[src/rtl/pret_pkg.sv]
package pret_pkg;
  localparam logic [7:0] OPC_NEAR     = 8'hC3;
  localparam logic [7:0] OPC_NEAR_IMM = 8'hC2;
  localparam logic [7:0] OPC_FAR      = 8'hCB;
  localparam logic [7:0] OPC_FAR_IMM  = 8'hCA;

  typedef enum logic [2:0] {
    ST_IDLE,
    ST_IP,
    ST_CS,
    ST_SP,
    ST_SS
  } seq_st_e;

  typedef struct packed {
    logic legal;
    logic far;
    logic has_imm;
  } ret_dec_t;
endpackage

[src/rtl/pret_decode.sv]
module pret_decode
  import pret_pkg::*;
(
  input  logic [7:0] code,
  output ret_dec_t   dec
);
  always_comb begin
    dec = '0;
    unique case (code)
      OPC_NEAR:     dec = '{legal: 1'b1, far: 1'b0, has_imm: 1'b0};
      OPC_NEAR_IMM: dec = '{legal: 1'b1, far: 1'b0, has_imm: 1'b1};
      OPC_FAR:      dec = '{legal: 1'b1, far: 1'b1, has_imm: 1'b0};
      OPC_FAR_IMM:  dec = '{legal: 1'b1, far: 1'b1, has_imm: 1'b1};
      default:      dec = '0;
    endcase
  end
endmodule

[src/rtl/pret_popper.sv]
module pret_popper #(
  parameter int W = 32
) (
  input  logic         clk,
  input  logic         rst_n,
  input  logic         go,
  input  logic [W-1:0] addr,
  output logic         rd_req_valid,
  input  logic         rd_req_ready,
  output logic [W-1:0] rd_addr,
  input  logic         rd_rsp_valid,
  output logic         word_ok
);
  // ph_q: 0 = request phase, 1 = awaiting the response
  logic ph_q;

  assign rd_req_valid = go && !ph_q;
  assign rd_addr      = addr;
  assign word_ok      = ph_q && rd_rsp_valid;

  always_ff @(posedge clk) begin
    if (!rst_n) begin
      ph_q <= 1'b0;
    end else if (!ph_q) begin
      if (rd_req_valid && rd_req_ready) ph_q <= 1'b1;
    end else if (rd_rsp_valid) begin
      ph_q <= 1'b0;
    end
  end

  // a stalled request holds valid and address
  a_r8_req_held: assert property (@(posedge clk) disable iff (!rst_n)
    rd_req_valid && !rd_req_ready |=> rd_req_valid && $stable(rd_addr));
endmodule

[src/rtl/pret_segclr.sv]
module pret_segclr #(
  parameter int NSEG = 4,
  parameter int SW   = 16
) (
  input  logic [NSEG-1:0][SW-1:0] sel_in,
  input  logic [NSEG-1:0]         ok,
  output logic [NSEG-1:0][SW-1:0] sel_out
);
  for (genvar g = 0; g < NSEG; g++) begin : g_seg
    assign sel_out[g] = ok[g] ? sel_in[g] : '0;
  end
endmodule

[src/rtl/proc_return_seq.sv]
module proc_return_seq
  import pret_pkg::*;
#(
  parameter int W   = 32,
  parameter int SW  = 16,
  parameter int IW  = 16,
  parameter int PLW = 2
) (
  input  logic           clk,
  input  logic           rst_n,
  input  logic           op_valid,
  output logic           op_ready,
  input  logic [7:0]     op_code,
  input  logic [IW-1:0]  op_imm,
  input  logic [PLW-1:0] cur_pl,
  input  logic           prot_en,
  input  logic [3:0]     seg_ok,
  output logic           busy,
  output logic           done,
  output logic           illegal_op,
  output logic [PLW-1:0] new_pl,
  output logic           rd_req_valid,
  input  logic           rd_req_ready,
  output logic [W-1:0]   rd_addr,
  input  logic           rd_rsp_valid,
  input  logic [W-1:0]   rd_rsp_data,
  input  logic           ld_en,
  input  logic [W-1:0]   ld_ip,
  input  logic [SW-1:0]  ld_cs,
  input  logic [W-1:0]   ld_sp,
  input  logic [SW-1:0]  ld_ss,
  input  logic [4*SW-1:0] ld_dsel,
  output logic [W-1:0]   ip,
  output logic [SW-1:0]  cs_sel,
  output logic [W-1:0]   sp,
  output logic [SW-1:0]  ss_sel,
  output logic [SW-1:0]  ds_sel,
  output logic [SW-1:0]  es_sel,
  output logic [SW-1:0]  fs_sel,
  output logic [SW-1:0]  gs_sel
);
  localparam int NSEG = 4;
  localparam logic [W-1:0] STEP = W'(W / 8);

  seq_st_e st_q;
  ret_dec_t dec;

  logic            far_q, prot_q, priv_q, done_q, ill_q;
  logic [IW-1:0]   imm_q;
  logic [PLW-1:0]  pl_q, newpl_q;
  logic [W-1:0]    ptr_q, spn_q, ip_q, sp_q;
  logic [SW-1:0]   cs_q, ss_q;
  logic [NSEG-1:0][SW-1:0] dsel_q, dsel_clr;
  logic            word_ok;
  logic [W-1:0]    immx;
  logic [PLW-1:0]  rpl;

  assign immx = W'(imm_q);
  assign rpl  = rd_rsp_data[PLW-1:0];

  pret_decode u_dec (
    .code (op_code),
    .dec  (dec)
  );

  pret_popper #(.W(W)) u_pop (
    .clk          (clk),
    .rst_n        (rst_n),
    .go           (st_q != ST_IDLE),
    .addr         (ptr_q),
    .rd_req_valid (rd_req_valid),
    .rd_req_ready (rd_req_ready),
    .rd_addr      (rd_addr),
    .rd_rsp_valid (rd_rsp_valid),
    .word_ok      (word_ok)
  );

  pret_segclr #(.NSEG(NSEG), .SW(SW)) u_seg (
    .sel_in  (dsel_q),
    .ok      (seg_ok),
    .sel_out (dsel_clr)
  );

  always_ff @(posedge clk) begin
    if (!rst_n) begin
      st_q    <= ST_IDLE;
      far_q   <= 1'b0;
      prot_q  <= 1'b0;
      priv_q  <= 1'b0;
      done_q  <= 1'b0;
      ill_q   <= 1'b0;
      imm_q   <= '0;
      pl_q    <= '0;
      newpl_q <= '0;
      ptr_q   <= '0;
      spn_q   <= '0;
      ip_q    <= '0;
      sp_q    <= '0;
      cs_q    <= '0;
      ss_q    <= '0;
      dsel_q  <= '0;
    end else begin
      done_q <= 1'b0;
      ill_q  <= 1'b0;
      unique case (st_q)
        ST_IDLE: begin
          if (op_valid) begin
            if (!dec.legal) begin
              ill_q <= 1'b1;
            end else begin
              far_q  <= dec.far;
              prot_q <= prot_en;
              priv_q <= 1'b0;
              imm_q  <= dec.has_imm ? op_imm : '0;
              pl_q   <= cur_pl;
              ptr_q  <= sp_q;
              st_q   <= ST_IP;
            end
          end else if (ld_en) begin
            ip_q   <= ld_ip;
            cs_q   <= ld_cs;
            sp_q   <= ld_sp;
            ss_q   <= ld_ss;
            dsel_q <= ld_dsel;
          end
        end
        ST_IP: begin
          if (word_ok) begin
            ip_q  <= rd_rsp_data;
            ptr_q <= ptr_q + STEP;
            if (!far_q) begin
              sp_q    <= ptr_q + STEP + immx;
              newpl_q <= pl_q;
              done_q  <= 1'b1;
              st_q    <= ST_IDLE;
            end else begin
              st_q <= ST_CS;
            end
          end
        end
        ST_CS: begin
          if (word_ok) begin
            cs_q  <= rd_rsp_data[SW-1:0];
            ptr_q <= ptr_q + STEP + immx;
            if (prot_q && (rpl > pl_q)) begin
              priv_q  <= 1'b1;
              newpl_q <= rpl;
              st_q    <= ST_SP;
            end else begin
              sp_q    <= ptr_q + STEP + immx;
              newpl_q <= pl_q;
              done_q  <= 1'b1;
              st_q    <= ST_IDLE;
            end
          end
        end
        ST_SP: begin
          if (word_ok) begin
            spn_q <= rd_rsp_data;
            ptr_q <= ptr_q + STEP;
            st_q  <= ST_SS;
          end
        end
        ST_SS: begin
          if (word_ok) begin
            ss_q   <= rd_rsp_data[SW-1:0];
            sp_q   <= spn_q + immx;
            dsel_q <= dsel_clr;
            done_q <= 1'b1;
            st_q   <= ST_IDLE;
          end
        end
        default: st_q <= ST_IDLE;
      endcase
    end
  end

  assign op_ready   = (st_q == ST_IDLE);
  assign busy       = (st_q != ST_IDLE);
  assign done       = done_q;
  assign illegal_op = ill_q;
  assign new_pl     = newpl_q;
  assign ip         = ip_q;
  assign cs_sel     = cs_q;
  assign sp         = sp_q;
  assign ss_sel     = ss_q;
  assign ds_sel     = dsel_q[0];
  assign es_sel     = dsel_q[1];
  assign fs_sel     = dsel_q[2];
  assign gs_sel     = dsel_q[3];

  // completion is a single-cycle pulse
  a_r7_done_pulse: assert property (@(posedge clk) disable iff (!rst_n)
    done |=> !done);
  // an unsupported opcode leaves the register file untouched
  a_r6_illegal_hold: assert property (@(posedge clk) disable iff (!rst_n)
    illegal_op |-> $stable(ip_q) && $stable(sp_q) && $stable(cs_q) && $stable(ss_q));
  // no stack read follows an unsupported opcode
  a_r6_no_read: assert property (@(posedge clk) disable iff (!rst_n)
    illegal_op |-> !rd_req_valid);
  // a near return keeps the code selector
  a_r2_near_cs: assert property (@(posedge clk) disable iff (!rst_n)
    done && !far_q |-> $stable(cs_q));
  // an inaccessible DS is zeroed on the privilege-changing path
  a_r5_ds_cleared: assert property (@(posedge clk) disable iff (!rst_n)
    done && priv_q && !$past(seg_ok[0]) |-> ds_sel == '0);
  // data selectors stay put otherwise
  a_r5_keep: assert property (@(posedge clk) disable iff (!rst_n)
    done && !priv_q |-> $stable(dsel_q));
  // the privilege level only moves outward
  a_r4_outward: assert property (@(posedge clk) disable iff (!rst_n)
    done && priv_q |-> new_pl > pl_q);
endmodule

[config.mk]
export PLATFORM = sky130hd
export DESIGN_NAME = proc_return_seq
export DESIGN_NICKNAME = d
export VERILOG_FILES = /design/src/rtl/pret_pkg.sv /design/src/rtl/pret_decode.sv /design/src/rtl/pret_popper.sv /design/src/rtl/pret_segclr.sv /design/src/rtl/proc_return_seq.sv
export SDC_FILE = /design/constraint.sdc
export NUM_CORES = 1
export LEC_CHECK = 0
export BUFFER_PORTS_ARGS = -buffer_cell sky130_fd_sc_hd__buf_2
export CAP_MARGIN = 5
export CORE_MARGIN = 2
export CORE_UTILIZATION = 55
export DETAILED_ROUTE_END_ITERATION = 16
export PLACE_DENSITY_LB_ADDON = 0.12
export SLEW_MARGIN = 20
export SYNTH_ARGS = -nofsm -noshare
export SYNTH_HDL_FRONTEND = slang
export SYNTH_HIERARCHICAL = 1
export SYNTH_SLANG_ARGS = --single-unit
[constraint.sdc]
create_clock -name clk -period 6.2 [get_ports clk]
set_input_delay 0.62 -clock clk [delete_from_list [all_inputs] [get_ports clk]]
set_output_delay 0.62 -clock clk [all_outputs]
set_load 0.005 [all_outputs]
==> results by group <==
Synthesis
  – Synth area leader: dfxtp_1
  – Post-synth EDFFs: 0
  – Avg Inst Size Synth: 7.60 um^2
  – Synth Area in Adders: 0.0345
  – Most frequent cell after synthesis: nand2_1
  – Synth Area in XOR/XNOR: 0.0515
  – Synthesized instance count: 1871
  – Synthesis-stage register bit count: 252
  – Synth warn: 6
  – Share of the synthesized area in the top cell type: 0.355
  – Distinct cell type count after synthesis: 79
  – Synth Net Count: 2138
  – Top FF cell, synth: dfxtp_1
  – Async SR Flop Fraction: 0
  – Post-synth top cells: 423 x nand2_1, 252 x dfxtp_1, 198 x nor2_1
  – Multiplexer share of the synthesized area: 0.00150
  – Seq/Total Area, Yosys: 0.355
  – Compound-Gate Fraction of Synth Area: 0.234
  – Synth area leaders: dfxtp_1 35%, nand2_1 11%, a311oi_1 8.3%
  – Largest family of logic cells by synthesized area: simple AND/OR/NAND/NOR gates
  – Synth Area in Simple Gates: 0.263
  – Mapped cell area: 14200 um^2

STA
  – Final Critical Period: 4.29 ns
  – Clk_skew: 0.0145 ns
  – Min Hold Slack: 0.295 ns
  – Fmax: 0.233 GHz
  – Least-Margin Pin Slew: 1.14 ns
  – Unrepaired setup endpoints after global routing: false
  – Final worst path period share: 0.691
  – Fin Setup TNS: 0 ns
  – Max-slew violations: 0
  – Final Hold Viols: 0
  – Max_slew headroom: 0.233
  – Endpoints failing setup: 0

Placed design
  – RD Place Congestion: 0.926
  – I/O Buffers: 427
  – DPL Wire Length: 36.7 mm

GRT
  – First-pass GRT wire length: 76.1 mm
  – Initial antenna violation count: 11
  – Largest net degree at the start of global routing: 146
  – Total grt overflow: 0
  – Vias in the first global route: 13700
  – Total track usage: 0.355

Floorplan
  – Initial Util: 0.563
  – Row Count: 58
  – Die H: 165 um
  – Die Area: 27100 um^2
  – CORE AREA: 25300 um^2
  – Chip width: 165 um
  – # IOs: 428

Final layout
  – Fraction of layout cells with a size suffix above 1: 0.259
  – Nets: 2441
  – Area Growth Syn to Fin: 20.7%
  – Fill count: 2212

Route
  – Via density: 6.02
  – Detail Route Antenna Nets: 0
  – Detailed Routing Iterations Pass 1: 5
  – DRT Wirelength: 50.9 mm
  – Vias: 15300
  – Drt first-iter violations: 1647
  – DRC Markers: 0
  – Routed WL per cell: 20.1 um

Clock network
  – Reg clk slew, reported paths: 0.06 ns
  – Total clock sinks: 252
  – Post-CTS resize count: 0
  – # H-tree levels: 1
  – Max clock buf depth: 3
  – TritonCTS clock tree: done
  – CTS Buf Count: 27
  – Hold-fix buffers at CTS: 0
  – Root buf cell: clkbuf_16
  – Worst-Skew Late Latency: 0.55 ns
  – Post-CTS Setup Bufs: 0

Worst hold path
  – Min-Delay Path Class: in -> reg

Critical path
  – CP required: 6.63 ns
  – CP max FO: 8
  – Setup Crit Path Kind: reg -> reg
  – Setup crit start kind: register
  – Arrival @ worst endpoint: 4.72 ns
  – Crit. End Element: register

Status
  – Status: complete, no violations

Power and ir drop
  – Leakage Power: 7.55 nW
  – VDD IR-drop max: 0.213 mV
  – Power Density: 303 nW/um^2

Flow run
  – Max Cap Viol: 0
==> where the power goes <==
group	switching (mW)	internal (mW)	total (mW)
Sequential	0.182	1.84	2.03
Clock	0.684	1.06	1.75
Combinational	0.900	0.528	1.43
Total	1.77	3.44	5.20
==> layout make-up <==
cell class / instances / area, um^2 / area share
Clock inverter: 9 / 163 / 0.00948
Clock buffer: 39 / 801 / 0.0467
Inverter: 16 / 67.6 / 0.00394
Tap cell: 330 / 413 / 0.0241
Sequential cell: 252 / 5040 / 0.294
Multi-Input combinational cell: 1430 / 8350 / 0.487
Timing Repair Buffer: 447 / 2290 / 0.133
Antenna cell: 11 / 27.5 / 0.00160
==> metal layers <==
metal  vias up  routed length [um]  GRT usage
met5         -                  56          0
li1       7231                   -          -
met3       135                4850     0.0736
met2       780               23500      0.580
met1      7096               20600      0.467
met4         8                1840      0.120
==> critical path: stages, from the launching register on <==
cell	delay (ns)
dfxtp_1	0.45
ha_1	0.30
nand4_4	0.17
nor2_1	0.27
and3_1	0.21
xor2_1	0.09
ha_1	0.39
nand2_1	0.08
a21oi_1	0.10
nand2b_1	0.11
o31ai_1	0.13
o21ai_0	0.49
or3b_1	0.54
a211oi_1	0.44
nor3_1	0.09
o31a_1	0.31
==> sequential cells by signal, summed over array words and instances (netlist names), 3 cells and up <==
| signal | flops |
|---|---|
| ip | 32 |
| ptr_q | 32 |
| sp | 32 |
| spn_q | 32 |
| cs_sel | 16 |
| ds_sel | 16 |
| es_sel | 16 |
| fs_sel | 16 |
| gs_sel | 16 |
| imm_q | 16 |
| ss_sel | 16 |
| st_q | 3 |
==> final timing paths <==
| path | startpoint | end | slack, ns | cells after the start |
|---|---|---|---|---|
| hold reg to reg | prot_q | prot_q | 0.47 | 2 |
| setup reg to reg | ptr_q[2] | ptr_q[27] | 1.91 | 15 |
| setup / recovery | ptr_q[2] | ptr_q[27] | 1.91 | 15 |
| hold / removal | rd_req_ready | u_pop/ph_q | 0.30 | 2 |
==> cells in the final DEF (no fill, tap or decap), types with 45 or more instances in the layout <==
| cell | count |
|---|---|
| a21oi_1 | 139 |
| a311oi_1 | 134 |
| and2_2 | 45 |
| buf_2 | 427 |
| dfxtp_1 | 252 |
| nand2_1 | 422 |
| nand3_1 | 48 |
| nor2_1 | 194 |
| o21ai_0 | 67 |
| xnor2_1 | 47 |
==> logic make-up after synthesis <==
logic type      after synthesis
simple gates                830
compound gates              479
flops                       252
buf+inv                     189
xor+xnor                     81
fa+ha+maj                    38
mux                           2
==> stage by stage <==
step           power, mW  cell area, um^2  utilization  worst slack [ns]  std cells
6_report            5.20            17200        0.679              1.91       2534
5_1_grt             5.43            17100        0.679              1.62       2529
4_1_cts             5.18            17100        0.678              1.96       2523
3_5_place_dp        3.44            16200        0.640              1.98       2475
3_3_place_gp        3.41            16200        0.640              2.16       2475
2_1_floorplan       2.85            14200            -              2.53       1871
Note: power is estimated with default switching activity, not from simulation.
